$ cat src/rtl/zol_pkg.sv
package zol_pkg;

    // Sequencer states.
    typedef enum logic [1:0] {
        ZS_IDLE    = 2'd0,
        ZS_COUNTED = 2'd1,
        ZS_ENDLESS = 2'd2
    } zol_state_e;

    // Control register selector codes.
    localparam int          CSEL_W     = 2;
    localparam logic [1:0]  CSEL_BEGIN = 2'd0;
    localparam logic [1:0]  CSEL_END   = 2'd1;
    localparam logic [1:0]  CSEL_COUNT = 2'd2;

    // Distance from the setup instruction to the first instruction of the body.
    localparam int          FETCH_STEP = 4;

endpackage

$ cat src/rtl/zol_target_calc.sv
module zol_target_calc
    import zol_pkg::*;
#(
    parameter int XLEN = 32
) (
    input  logic [XLEN-1:0] pc,
    input  logic [XLEN-1:0] disp,
    input  logic            endless,
    output logic [XLEN-1:0] begin_addr,
    output logic [XLEN-1:0] end_addr
);

    logic [XLEN-1:0] disp_even;
    logic [XLEN-1:0] end_sum;

    always_comb begin
        disp_even  = {disp[XLEN-1:1], 1'b0};
        end_sum    = pc + disp_even;
        begin_addr = pc + XLEN'(FETCH_STEP);
        // Bit 0 of the end address carries the loop kind.
        end_addr   = {end_sum[XLEN-1:1], endless};
    end

endmodule

$ cat src/rtl/zol_end_match.sv
module zol_end_match #(
    parameter int XLEN = 32
) (
    input  logic            retire_valid,
    input  logic [XLEN-1:0] retire_pc,
    input  logic [XLEN-1:0] end_q,
    input  logic            armed,
    output logic            hit
);

    localparam int CMP_W = XLEN - 1;

    logic [CMP_W-1:0] pc_word;
    logic [CMP_W-1:0] end_word;

    always_comb begin
        // Bit 0 is ignored on both sides of the compare.
        pc_word  = retire_pc[XLEN-1:1];
        end_word = end_q[XLEN-1:1];
        hit      = retire_valid && armed && (pc_word == end_word);
    end

endmodule

$ cat src/rtl/zol_seq.sv
module zol_seq
    import zol_pkg::*;
(
    input  logic       clk,
    input  logic       rst_n,
    input  logic       setup_valid,
    input  logic       setup_endless,
    input  logic       end_write,
    input  logic       end_write_mode,
    input  logic       hit,
    input  logic       count_zero,
    output zol_state_e state_o,
    output logic       redirect,
    output logic       count_dec,
    output logic       active
);

    zol_state_e state_q;
    zol_state_e state_d;

    // Next-state logic.
    always_comb begin
        state_d = state_q;
        if (setup_valid) begin
            state_d = setup_endless ? ZS_ENDLESS : ZS_COUNTED;   // ARM_ENDLESS / ARM_COUNTED
        end else if (end_write) begin
            state_d = end_write_mode ? ZS_ENDLESS : ZS_COUNTED;  // RESTORE
        end else begin
            unique case (state_q)
                ZS_IDLE:    state_d = ZS_IDLE;
                ZS_COUNTED: state_d = (hit && count_zero) ? ZS_IDLE : ZS_COUNTED;  // EXHAUST
                ZS_ENDLESS: state_d = ZS_ENDLESS;
                default:    state_d = ZS_IDLE;
            endcase
        end
    end

    // State register.
    always_ff @(posedge clk) begin
        if (!rst_n) begin
            state_q <= ZS_IDLE;
        end else begin
            state_q <= state_d;
        end
    end

    // Outputs.
    always_comb begin
        redirect  = 1'b0;
        count_dec = 1'b0;
        active    = 1'b0;
        unique case (state_q)
            ZS_IDLE: begin
                active = 1'b0;
            end
            ZS_COUNTED: begin
                active    = 1'b1;
                redirect  = hit && !count_zero;
                count_dec = hit && !count_zero;
            end
            ZS_ENDLESS: begin
                active   = 1'b1;
                redirect = hit;
            end
            default: begin
                active = 1'b0;
            end
        endcase
    end

    assign state_o = state_q;

endmodule

$ cat src/rtl/zol_ctrl.sv
module zol_ctrl
    import zol_pkg::*;
#(
    parameter int XLEN = 32
) (
    input  logic            clk,
    input  logic            rst_n,
    input  logic            setup_valid,
    input  logic            setup_endless,
    input  logic [XLEN-1:0] setup_pc,
    input  logic [XLEN-1:0] setup_disp,
    input  logic [XLEN-1:0] setup_count,
    input  logic            retire_valid,
    input  logic [XLEN-1:0] retire_pc,
    output logic            redirect_valid,
    output logic [XLEN-1:0] redirect_pc,
    input  logic [1:0]      creg_sel,
    input  logic            creg_we,
    input  logic [XLEN-1:0] creg_wdata,
    output logic [XLEN-1:0] creg_rdata,
    output logic            loop_active
);

    logic [XLEN-1:0] begin_q;
    logic [XLEN-1:0] end_q;
    logic [XLEN-1:0] count_q;
    logic [XLEN-1:0] calc_begin;
    logic [XLEN-1:0] calc_end;
    logic            hit;
    logic            count_zero;
    logic            count_dec;
    logic            wr_begin;
    logic            wr_end;
    logic            wr_count;
    zol_state_e      state_q;

    assign wr_begin   = creg_we && (creg_sel == CSEL_BEGIN);
    assign wr_end     = creg_we && (creg_sel == CSEL_END);
    assign wr_count   = creg_we && (creg_sel == CSEL_COUNT);
    assign count_zero = (count_q == '0);

    zol_target_calc #(.XLEN(XLEN)) u_calc (
        .pc         (setup_pc),
        .disp       (setup_disp),
        .endless    (setup_endless),
        .begin_addr (calc_begin),
        .end_addr   (calc_end)
    );

    zol_end_match #(.XLEN(XLEN)) u_match (
        .retire_valid (retire_valid),
        .retire_pc    (retire_pc),
        .end_q        (end_q),
        .armed        (loop_active),
        .hit          (hit)
    );

    zol_seq u_seq (
        .clk            (clk),
        .rst_n          (rst_n),
        .setup_valid    (setup_valid),
        .setup_endless  (setup_endless),
        .end_write      (wr_end),
        .end_write_mode (creg_wdata[0]),
        .hit            (hit),
        .count_zero     (count_zero),
        .state_o        (state_q),
        .redirect       (redirect_valid),
        .count_dec      (count_dec),
        .active         (loop_active)
    );

    // Loop registers. Priority: setup, then control write, then decrement.
    always_ff @(posedge clk) begin
        if (!rst_n) begin
            begin_q <= '0;
            end_q   <= '0;
            count_q <= '0;
        end else begin
            if (setup_valid) begin
                begin_q <= calc_begin;
            end else if (wr_begin) begin
                begin_q <= creg_wdata;
            end

            if (setup_valid) begin
                end_q <= calc_end;
            end else if (wr_end) begin
                end_q <= creg_wdata;
            end

            if (setup_valid && !setup_endless) begin
                count_q <= setup_count;
            end else if (setup_valid) begin
                count_q <= count_q;
            end else if (wr_count) begin
                count_q <= creg_wdata;
            end else if (count_dec) begin
                count_q <= count_q - XLEN'(1);
            end
        end
    end

    // Control register read mux.
    always_comb begin
        case (creg_sel)
            CSEL_BEGIN: creg_rdata = begin_q;
            CSEL_END:   creg_rdata = end_q;
            CSEL_COUNT: creg_rdata = count_q;
            default:    creg_rdata = '0;
        endcase
    end

    assign redirect_pc = begin_q;

endmodule

$ cat config.mk
export PLATFORM = sky130hd
export DESIGN_NAME = zol_ctrl
export DESIGN_NICKNAME = d
export VERILOG_FILES = /design/src/rtl/zol_pkg.sv /design/src/rtl/zol_target_calc.sv /design/src/rtl/zol_end_match.sv /design/src/rtl/zol_seq.sv /design/src/rtl/zol_ctrl.sv
export SDC_FILE = /design/constraint.sdc
export NUM_CORES = 1
export LEC_CHECK = 0
export BUFFER_PORTS_ARGS = -buffer_cell sky130_fd_sc_hd__buf_2
export CAP_MARGIN = 25
export CORE_MARGIN = 5
export CORE_UTILIZATION = 41
export DETAILED_ROUTE_END_ITERATION = 12
export HOLD_SLACK_MARGIN = 0.05
export PLACE_DENSITY = 0.66
export SYNTH_ARGS = -nofsm -noshare
export SYNTH_HDL_FRONTEND = slang
export SYNTH_SLANG_ARGS = --single-unit
$ cat constraint.sdc
create_clock -name clk -period 4 [get_ports clk]
set_input_delay 1 -clock clk [delete_from_list [all_inputs] [get_ports clk]]
set_output_delay 1 -clock clk [all_outputs]
set_load 0.1 [all_outputs]
==> results.md, run 1 <==
- Status: finished clean
- Via density: 5.838
- CTS sink count: 98
- Largest net degree at the start of global routing: 81
- CTS tree: yes
- Initial DRC Count: 861
- Maximum VDD drop: 174.2 µV
- Cts bufs inserted: 9
- Slew Viols, Final: 0
- Top cells by area, synth: dfxtp_1, a211oi_1, mux2i_1, xnor2_1, a21oi_1
- Worst Path Max Fanout: 2
- Root Buffer: clkbuf_16
- Metal3 WL: 2730 µm
- Startpoint types: primary input
- #FFs+latches synth: 98
- Share of the synthesized area in the top cell type: 23.49%
- Remaining global-route overflow: 0
- Initial core utilization: 41.41%
- Post-Synthesis Cell Area: 8352 µm²
- PwrDens: 340.7 nW/µm²
- Placed Instances: 1543
- Tcrit/Tclk final: 92.57%
- Met2 routed WL: 14660 µm
- Endpoints failing setup: 0
- Die Wd: 152.7 µm
- Tot GR Track Use: 26.97%
- Reported max-cap violation count: 0
- Post-DRT Antenna Nets: 0
- Ys Warns: 0
- Area of the multi-input gates: 6192 µm²
- RSZ-0062 raised after global routing: false
- Row cnt: 52
- Syn Nets: 1297
- Initial antenna violation count: 3
- Initial DRT Pass Iterations: 5
- P_leak: 4.416 nW
- H-tree levels: 3
- Drt drc: 0
- Worst-Margin Slew: 0.8029 ns
- Setup crit end kind: output port
- Via count: 9107
- Ports: 234
- Hold Path Class: flip-flop to flip-flop
- Final Power: 3.649 mW
- Count leader, synth: nor2_1
- Largest buffer count on any clock path: 2
- DP Area: 10430 µm²
- First-pass GRT wire length: 49840 µm
- Port buffer count: 231
- Most used DFF post-synth: dfxtp_1
- Final GP Congestion: 0.9476
- Fillers: 1969
- Area occupied by registers: 1962 µm²
- Core area: 20170 µm²
- Dpl hpwl: 25570 µm
- Worst rel slew slack: 46.47%
- Post-CTS sizing: 0
- Postcts setup bufs: 0
- Synthesis-to-finish area growth: 28.24%
- Synth top cells by count: nor2_1, a21oi_1, dfxtp_1
- Cell area after layout: 10710 µm²
- M1 WL: 14390 µm
- Crit Path Category: primary input to output port
- Final std cells w/o fill: 1560
- Die area: 23320 µm²
- Number of synthesized flops with an enable pin: 0
- Vias in the first global route: 8603
- Arrival @ worst endpoint: 2.70 ns
- Hold buffers post-CTS: 0
- Clock Latency Late Sink: 0.36 ns
- Fmax: 270.1 MHz
- Synthesized instance count: 1092
- Area leader, netlist: dfxtp_1
- Hold_ws: 0.4618 ns
- Setup Skew: 0.008271 ns
- Nets@finish: 1489
- Sequential share of the synthesized area: 23.49%
- DR WL/cell: 21.06 µm
- Die H: 152.7 µm
- Top Metal Used: met4
- Post-synth cell types: 74
- Final wirelength: 32850 µm
- Clk slew on worst S/H paths: 0.07 ns
- CP required: 3.00 ns
- Share of cells above drive strength 1: 25.80%
- Share of flip-flops with an asynchronous set or reset: 0%
- Final Hold Fails: 0
- Syn avg cell area: 7.648 µm²
- Minimum clock period: 3.703 ns
-- kinds of logic (layout without fill, tap and decap cells) --
family,after synthesis,after routing,share of synthesized area (%)
other,0,3,0
xor gates and xnor gates,101,101,10.59
adders and majority gates,37,37,5.633
muxes,65,65,7.910
and+or+nand+nor,359,359,21.45
DFF,98,98,23.49
buffers and inverters,86,281,4.000
AOI/OAI and AO/OA,346,346,26.92
-- routing by layer --
metal  track usage [%]  vias up
met1             38.52     4209
met3             3.806       63
met5                 0        -
li1                  -     4411
met4             10.73        0
met2             40.99      424
-- worst max-delay path, cell delays in order --
cell     delay, ns
buf_2         0.11
xnor2_1       0.27
nand4_1       0.13
nor4_1        0.51
nand2_1       0.14
nor2_1        0.31
buf_12        0.22
-- layout make-up --
type | count | share of cell area, %
Multi-Input combinational cell | 908 | 57.82
Sequential cell | 98 | 18.32
Timing Repair Buffer | 250 | 17.48
Tap cell | 270 | 3.154
Clock buffer | 11 | 2.173
Inverter | 17 | 0.5958
Clock inverter | 3 | 0.3972
Antenna cell | 3 | 0.07009
-- power by group --
part	switching (mW)	total, mW	internal [mW]
clock	0.388	0.866	0.478
combinational	1.04	1.60	0.565
sequential	0.115	1.18	1.06
total	1.54	3.65	2.11
-- sequential cells by signal, indices dropped and copies added (netlist names) --
signal and count:
u_seq.state_o 2, redirect_pc 32, count_q 32, end_q 32
-- path summary, 6_finish.rpt --
path | endpoint | from | slack [ns] | cells past startpoint
max | redirect_valid | retire_pc[5] | 0.30 | 7
min | end_q[0] | end_q[0] | 0.46 | 2
max reg2reg | count_q[2] | u_seq.state_o[0] | 1.01 | 10
min reg2reg | end_q[0] | end_q[0] | 0.46 | 2
-- placed cells by master, fill, tap and decap left out, types with 4 or more instances in the layout --
cell	instances
buf_2	197
nor2_1	112
a21oi_1	101
dfxtp_1	98
nand2_1	88
a211oi_1	87
xnor2_1	62
mux2i_1	57
xor2_1	39
buf_12	39
ha_1	36
nand3_1	34
o21ai_2	31
o21ai_0	31
o21ai_1	18
nor2b_1	18
and3_1	18
inv_1	16
nand4_1	15
buf_4	14
nor3_1	12
o211ai_1	10
a21o_1	10
or3_1	9
a311oi_1	9
clkbuf_16	9
nand2b_1	8
mux2_2	8
nor3_2	7
nor4_1	6
and2_1	6
o2111ai_1	5
and4_1	5
a31oi_1	4
a211oi_2	4
o21bai_1	4
-- through the flow --
step / util [%] / setup TNS, ns / worst slack [ns]
global placement: 51.70 / 0 / 0.2903
global route: 53.10 / 0 / 0.3088
detailed placement: 51.70 / 0 / 0.2571
CTS: 53.06 / 0 / 0.3387
finish: 53.10 / 0 / 0.2971
floorplan: - / -0.2728 / -0.2728
No activity file was read; power rests on OpenSTA's default activity.
==> run 2: changes to the inputs <==
--- a/config.mk
+++ b/config.mk
@@ -5,13 +5,14 @@
 export SDC_FILE = /design/constraint.sdc
 export NUM_CORES = 1
 export LEC_CHECK = 0
+export ABC_AREA = 1
 export BUFFER_PORTS_ARGS = -buffer_cell sky130_fd_sc_hd__buf_2
 export CAP_MARGIN = 25
 export CORE_MARGIN = 5
 export CORE_UTILIZATION = 41
 export DETAILED_ROUTE_END_ITERATION = 12
 export HOLD_SLACK_MARGIN = 0.05
-export PLACE_DENSITY = 0.66
+export PLACE_DENSITY = 0.65
 export SYNTH_ARGS = -nofsm -noshare
 export SYNTH_HDL_FRONTEND = slang
 export SYNTH_SLANG_ARGS = --single-unit
==> run 2 against run 1 <==
  * Global-route usage up 3.6 points
  * Combinational power up 8%
  * Via count up 32%
  * Clock power up 8.2%
  * Count of clock-buffer cells in the layout down 1
  * Sequential power down 3%
  * Core utilization down 2.4 points
  * Largest power group unchanged
  * Final area up 11%
  * Worst setup slack better by 0.17 ns
  * Register-to-register slack better by 0.57 ns
==> results.md, run 2 <==
- Status: finished clean
- Drt drc: 0
- Placed Instances: 2282
- Cts bufs inserted: 9
- Via density: 5.250
- Die Wd: 163.6 µm
- CP required: 3.00 ns
- Synthesis-to-finish area growth: 22.45%
- Count leader, synth: nand2_1
- CTS sink count: 98
- Tot GR Track Use: 30.54%
- Root Buffer: clkbuf_16
- Fmax: 283.0 MHz
- #FFs+latches synth: 98
- Synthesized instance count: 1777
- Final std cells w/o fill: 2298
- Port buffer count: 231
- Vias in the first global route: 11.37k
- Most used DFF post-synth: dfxtp_1
- Share of flip-flops with an asynchronous set or reset: 0%
- Setup TNS: 0 ns
- Startpoint types: primary input
- RSZ-0062 raised after global routing: false
- Clock Latency Late Sink: 0.37 ns
- Initial DRC Count: 1108
- Setup crit end kind: output port
- DP Worst Slack: 0.4892 ns
- Nets@finish: 2179
- Postcts setup bufs: 0
- Initial antenna violation count: 0
- PwrDens: 321.6 nW/µm²
- Post-synth cell types: 39
- Row cnt: 56
- Most frequent cell on the critical path: nand2_1
- Clk slew on worst S/H paths: 0.07 ns
- Area leader, netlist: nand2_1
- Antenna cells: 0
- P_leak: 6.081 nW
- Ports: 234
- Post-CTS sizing: 0
- Fillers: 2548
- Final Power: 3.808 mW
- Commonest non-fill, non-tap cells in the layout: nand2_1, inv_1, nor2_1, buf_2, a21oi_1
- Final GP Congestion: 0.9478
- Crit Path Category: primary input to output port
- Largest buffer count on any clock path: 2
- First-pass GRT wire length: 62800 µm
- Initial DRT Pass Iterations: 5
- Worst setup margin: 0.4659 ns
- H-tree levels: 3
- Sequential share of the synthesized area: 20.29%
- Top cells by area, synth: nand2_1, dfxtp_1, inv_1, nor2_1, a21oi_1
- Maximum VDD drop: 187.8 µV
- Share of cells above drive strength 1: 14.75%
- Most common cell after layout, fill and taps aside: nand2_1
- Final core utilization: 50.75%
- Max incr delay on CP: 0.42 ns
- Tcrit/Tclk final: 88.35%
- Hold buffers post-CTS: 0
- Initial core utilization: 41.44%
- Hold Path Class: flip-flop to flip-flop
- Ys Warns: 0
- Arrival @ worst endpoint: 2.53 ns
- Die area: 26760 µm²
- Via count: 12.07k
- Slew Viols, Final: 0
- Largest net degree at the start of global routing: 49
- Post-Synthesis Cell Area: 9669 µm²
- Minimum clock period: 3.534 ns
- Number of synthesized flops with an enable pin: 0
- Worst-Margin Slew: 0.7566 ns
- Syn Nets: 1982
- Worst Path Max Fanout: 3
- Post-DRT Antenna Nets: 0
- Reported max-cap violation count: 0
- Dpl hpwl: 33610 µm
- Final wirelength: 41810 µm
- CTS tree: yes
- Remaining global-route overflow: 0
- Core area: 23330 µm²
- CP Cell Sequence: buf_2, inv_1, nand2_1, nand2_1, nor2_1, nand2_1, nor2_1, nand2_1, nor2_4, o21ai_0, inv_1, buf_2
- CP max-delay cell: buf_2
- Die H: 163.6 µm
- Endpoints failing setup: 0
- Syn avg cell area: 5.441 µm²
- Worst rel slew slack: 49.49%
- Synth top cells by count: nand2_1, inv_1, nor2_1
- Setup Skew: 0.01347 ns
- Share of the synthesized area in the top cell type: 22.32%
- Final Hold Fails: 0
- DR WL/cell: 18.19 µm
[run 2: layout make-up]
type                    instances  area [µm²]  share of cell area [%]
well taps                     319       399.1                   3.371
flip-flops and latches         98        1962                   16.57
clock inverters                 6       75.07                  0.6340
multi-input cells            1359        6457                   54.54
inverters                     262       983.4                   8.306
clock buffers                  10       229.0                   1.934
repair buffers                244        1734                   14.65
[run 2: worst paths after layout]
kind	slack, ns	endpoint	depth (start not counted)	from
setup / recovery	0.47	redirect_valid	12	retire_pc[14]
setup reg to reg	1.58	count_q[28]	13	count_q[0]
hold / removal	0.47	end_q[0]	2	end_q[0]
hold reg to reg	0.47	end_q[0]	2	end_q[0]
[run 2: critical path, delay by kind of cell]
family	cells	cell delay, ns
and+or+nand+nor	7	0.69
AOI/OAI and AO/OA	1	0.17
buffers and inverters	4	0.68
[run 2: routing by layer]
layer	vias up	global-route usage [%]	share of wire (%)
li1	6042	-	-
met1	5410	40.85	42
met2	524	50.94	46
met3	89	2.372	7.3
met4	0	12.54	4.3
met5	-	0	0
[run 2: cells by family (layout without fill, tap and decap cells)]
| family | after synthesis | count (layout) | synth area share (%) |
|---|---|---|---|
| flops | 98 | 98 | 20.29 |
| compound gates | 314 | 314 | 18.47 |
| fa+ha+maj | 37 | 37 | 4.865 |
| simple gates | 985 | 985 | 41.27 |
| xor+xnor | 23 | 23 | 2.083 |
| buf+inv | 320 | 522 | 13.03 |
[run 2: stage by stage]
step                hold WS [ns]  cell area (µm²)
global placement          0.4538            11540
finish                    0.4678            11840
CTS                       0.4664            11840
floorplan                 0.4454             9669
global route              0.4756            11840
detailed placement        0.4557            11540
[run 2: power by group]
group / switching, mW / total [mW] / leakage [nW] / internal (mW)
clock: 0.442 / 0.937 / 0.139 / 0.495
combinational: 1.22 / 1.73 / 5.13 / 0.511
sequential: 0.0798 / 1.14 / 0.812 / 1.06
==> run 3: changes to the inputs <==
--- a/config.mk
+++ b/config.mk
@@ -13,6 +13,8 @@
 export DETAILED_ROUTE_END_ITERATION = 12
 export HOLD_SLACK_MARGIN = 0.05
 export PLACE_DENSITY = 0.65
+export REMOVE_ABC_BUFFERS = 1
 export SYNTH_ARGS = -nofsm -noshare
 export SYNTH_HDL_FRONTEND = slang
+export SYNTH_HIERARCHICAL = 1
 export SYNTH_SLANG_ARGS = --single-unit
==> run 3 against run 2 <==
  * Final cell count fell by 2.6%
  * Flip-flop and latch count did not move
  * Critical path depth fell by 2
  * Power fell by 1.4%
  * First-iteration DRC count fell by 1.7%
  * Area after synthesis fell by 1.4%
  * Core utilization rose by 0.81 points
  * Non-clock buffer count fell by 1
  * Clock power fell by 3.7%
  * Worst setup slack got worse by 0.27 ns
  * Largest cell class unchanged
==> results.md, run 3 <==
- Status: finished clean
- Hold depth: 2
- Reg-to-Reg End: count_q[21]
- Final Hold Fails: 0
- Antenna cells: 0
- Synth Area in Adders: 4.673%
- Commonest non-fill, non-tap cells in the layout: nand2_1, inv_1, buf_2, nor2_1, a21oi_1
- Cts bufs inserted: 9
- XOR/XNOR Fraction of Synth Area: 4.502%
- Final wirelength: 40860 µm
- Post-synth cell types: 39
- Simple-gate share of the synthesized area: 38.13%
- Initial core utilization: 41.85%
- DP Area: 11450 µm²
- Share of cells above drive strength 1: 15.11%
- P_leak: 6.117 nW
- Final std cells w/o fill: 2239
- Area occupied by registers: 1962 µm²
- Initial DRC Count: 1089
- Switching power: 1.708 mW
- Area of the multi-input gates: 6339 µm²
- Setup crit end kind: output port
- Arrival @ worst endpoint: 2.80 ns
- Nets@finish: 2126
- Most used DFF post-synth: dfxtp_1
- Cell area after layout: 11740 µm²
- Placed Instances: 2225
- Sequential share of the synthesized area: 20.58%
- Top cells by area, synth: nand2_1, dfxtp_1, inv_1, nor2_1, a21oi_1
- Post-Synthesis Cell Area: 9532 µm²
- Port buffer count: 231
- Worst-Margin Slew: 0.9245 ns
- Most common cell after layout, fill and taps aside: nand2_1
- Met3 usage: 4.404%
- Die Wd: 162.5 µm
- Syn avg cell area: 5.522 µm²
- Hold buffers post-CTS: 0
- Synth top cells by count: nand2_1, inv_1, nor2_1
- Clock Latency Late Sink: 0.36 ns
- Hold Path Class: flip-flop to flip-flop
- Routing usage on met2: 44.83%
- Fmax: 263.2 MHz
- #FFs+latches synth: 98
- Crit Path Category: flip-flop to output port
- Count leader, synth: nand2_1
- Dpl hpwl: 32510 µm
- Worst Hold Path EP: count_q[7]
- Ys Warns: 6
- Clock power frac: 24.0%
- Reg power frac: 30.2%
- First-pass GRT wire length: 61290 µm
- Final GP Congestion: 0.9912
- R2R Setup Slk: 0.76 ns
- Number of synthesized flops with an enable pin: 0
- RSZ-0062 raised after global routing: false
- Final Power: 3.754 mW
- Area leader, netlist: nand2_1
- Post-synthesis mux area share: 0%
- Endpoints failing setup: 0
- Pint: 2.046 mW
- DR WL/cell: 18.25 µm
- Via count: 11.72k
- Via density: 5.235
- Initial antenna violation count: 0
- Startpoint types: flip-flop
- Largest family of logic cells by synthesized area: simple AND/OR/NAND/NOR gates
- Synthesized instance count: 1726
- Drt drc: 0
- Post-CTS sizing: 0
- CTS sink count: 98
- Share of the synthesized area in the top cell type: 22.53%
- Root Buffer: clkbuf_16
- Setup Skew: 0.008461 ns
- CTS tree: yes
- Tcrit/Tclk final: 95.00%
- Initial DRT Pass Iterations: 5
- Met1 Usage GRT: 43.87%
- Vias in the first global route: 10.74k
- Comb pwr share: 45.8%
- Core area: 22780 µm²
- Largest buffer count on any clock path: 2
- Maximum VDD drop: 190.6 µV
- Reg-to-Reg Start: count_q[0]
- Worst Path Max Fanout: 5
- Final core utilization: 51.56%
- HP Start: count_q[7]
- Ports: 234
- Share of flip-flops with an asynchronous set or reset: 0%
- Grt peak-use layer: met2
- Die H: 162.5 µm
- Remaining global-route overflow: 0
- Reported max-cap violation count: 0
- Post-DRT Antenna Nets: 0
- Minimum clock period: 3.800 ns
- H-tree levels: 3
- Tot GR Track Use: 29.81%
- Fillers: 2478
- Largest net degree at the start of global routing: 85
- Switch share: 45.49%
- CP required: 3.00 ns
- Postcts setup bufs: 0
- Clk slew on worst S/H paths: 0.07 ns
- Post-synthesis compound-gate area fraction: 19.14%
- Row cnt: 55
- Worst rel slew slack: 38.36%
- R2r worst-path depth: 15
- Slew Viols, Final: 0
- PwrDens: 319.7 nW/µm²
- Die area: 26400 µm²
- Synthesis-to-finish area growth: 23.21%
==> run 3: cell count changes after synthesis, sizes merged, moves of 9 or more <==
cell	before	now
nor2	264	207
or2	10	1
xor2	17	39
o22ai	9	0
a21oi	126	140
o221ai	30	0
o211ai	9	40
o21ai	102	112
nand3	94	79
buf	31	20
clkbuf	27	36
==> run 3: kinds of logic (layout without fill, tap and decap cells) <==
| family | Yosys count | in the layout |
|---|---|---|
| AND/OR/NAND/NOR | 897 | 897 |
| AO/OA/AOI/OAI | 329 | 329 |
| buffers and inverters | 318 | 518 |
| flip-flops | 98 | 98 |
| XOR/XNOR | 49 | 49 |
| adder cells (fa/ha/maj) | 35 | 35 |
==> run 3: layout make-up <==
type,count,area share [%]
multi-input cells,1310,53.97
flip-flops and latches,98,16.71
repair buffers,243,15.15
inverters,261,8.342
well taps,313,3.335
clock buffers,10,2.035
clock inverters,4,0.4581
==> run 3: worst max-delay path, cell delays in order (launching register included) <==
cell     delay (ns)
dfxtp_1        0.31
inv_1          0.15
ha_1           0.26
nand2_1        0.12
nor2_1         0.37
nand3_1        0.24
nor3_1         0.49
nor2_1         0.11
nand2_1        0.10
a21oi_1        0.11
buf_12         0.18
==> run 3: stage by stage <==
step / hold slack, ns / TNS [ns] / worst slack, ns
global placement: 0.5164 / 0 / 0.3063
finish: 0.5294 / 0 / 0.2000
floorplan: 0.4906 / -4.170 / -0.5288
global route: 0.5825 / 0 / 0.1048
detailed placement: 0.5243 / 0 / 0.3027
CTS: 0.5336 / 0 / 0.2891
==> run 3: metal layers <==
layer,vias to the layer above,routed length (µm)
li1,5878,-
met1,5218,19170
met2,568,17080
met3,57,3433
met4,0,1179
met5,-,0
==> run 3: worst max-delay path by stage <==
stage	startpoint	end	slack (ns)	cells past startpoint
after floorplan	u_seq/state_o[0]	redirect_valid	-0.53	15
after global placement	retire_pc[27]	redirect_valid	0.31	13
after detailed placement	retire_pc[27]	redirect_valid	0.30	13
after CTS	retire_pc[27]	redirect_valid	0.29	13
after global routing	count_q[0]	redirect_valid	0.10	10
final	count_q[0]	redirect_valid	0.20	10
==> run 3: power groups by stage <==
| stage | clock, mW | combinational, mW | sequential (mW) |
|---|---|---|---|
| CTS | 0.905 | 1.70 | 1.13 |
| finish | 0.902 | 1.72 | 1.13 |
| detailed placement | 0 | 1.70 | 1.15 |
| global route | 0.942 | 1.86 | 1.14 |
| floorplan | 0 | 0.918 | 1.31 |
| global placement | 0 | 1.69 | 1.15 |
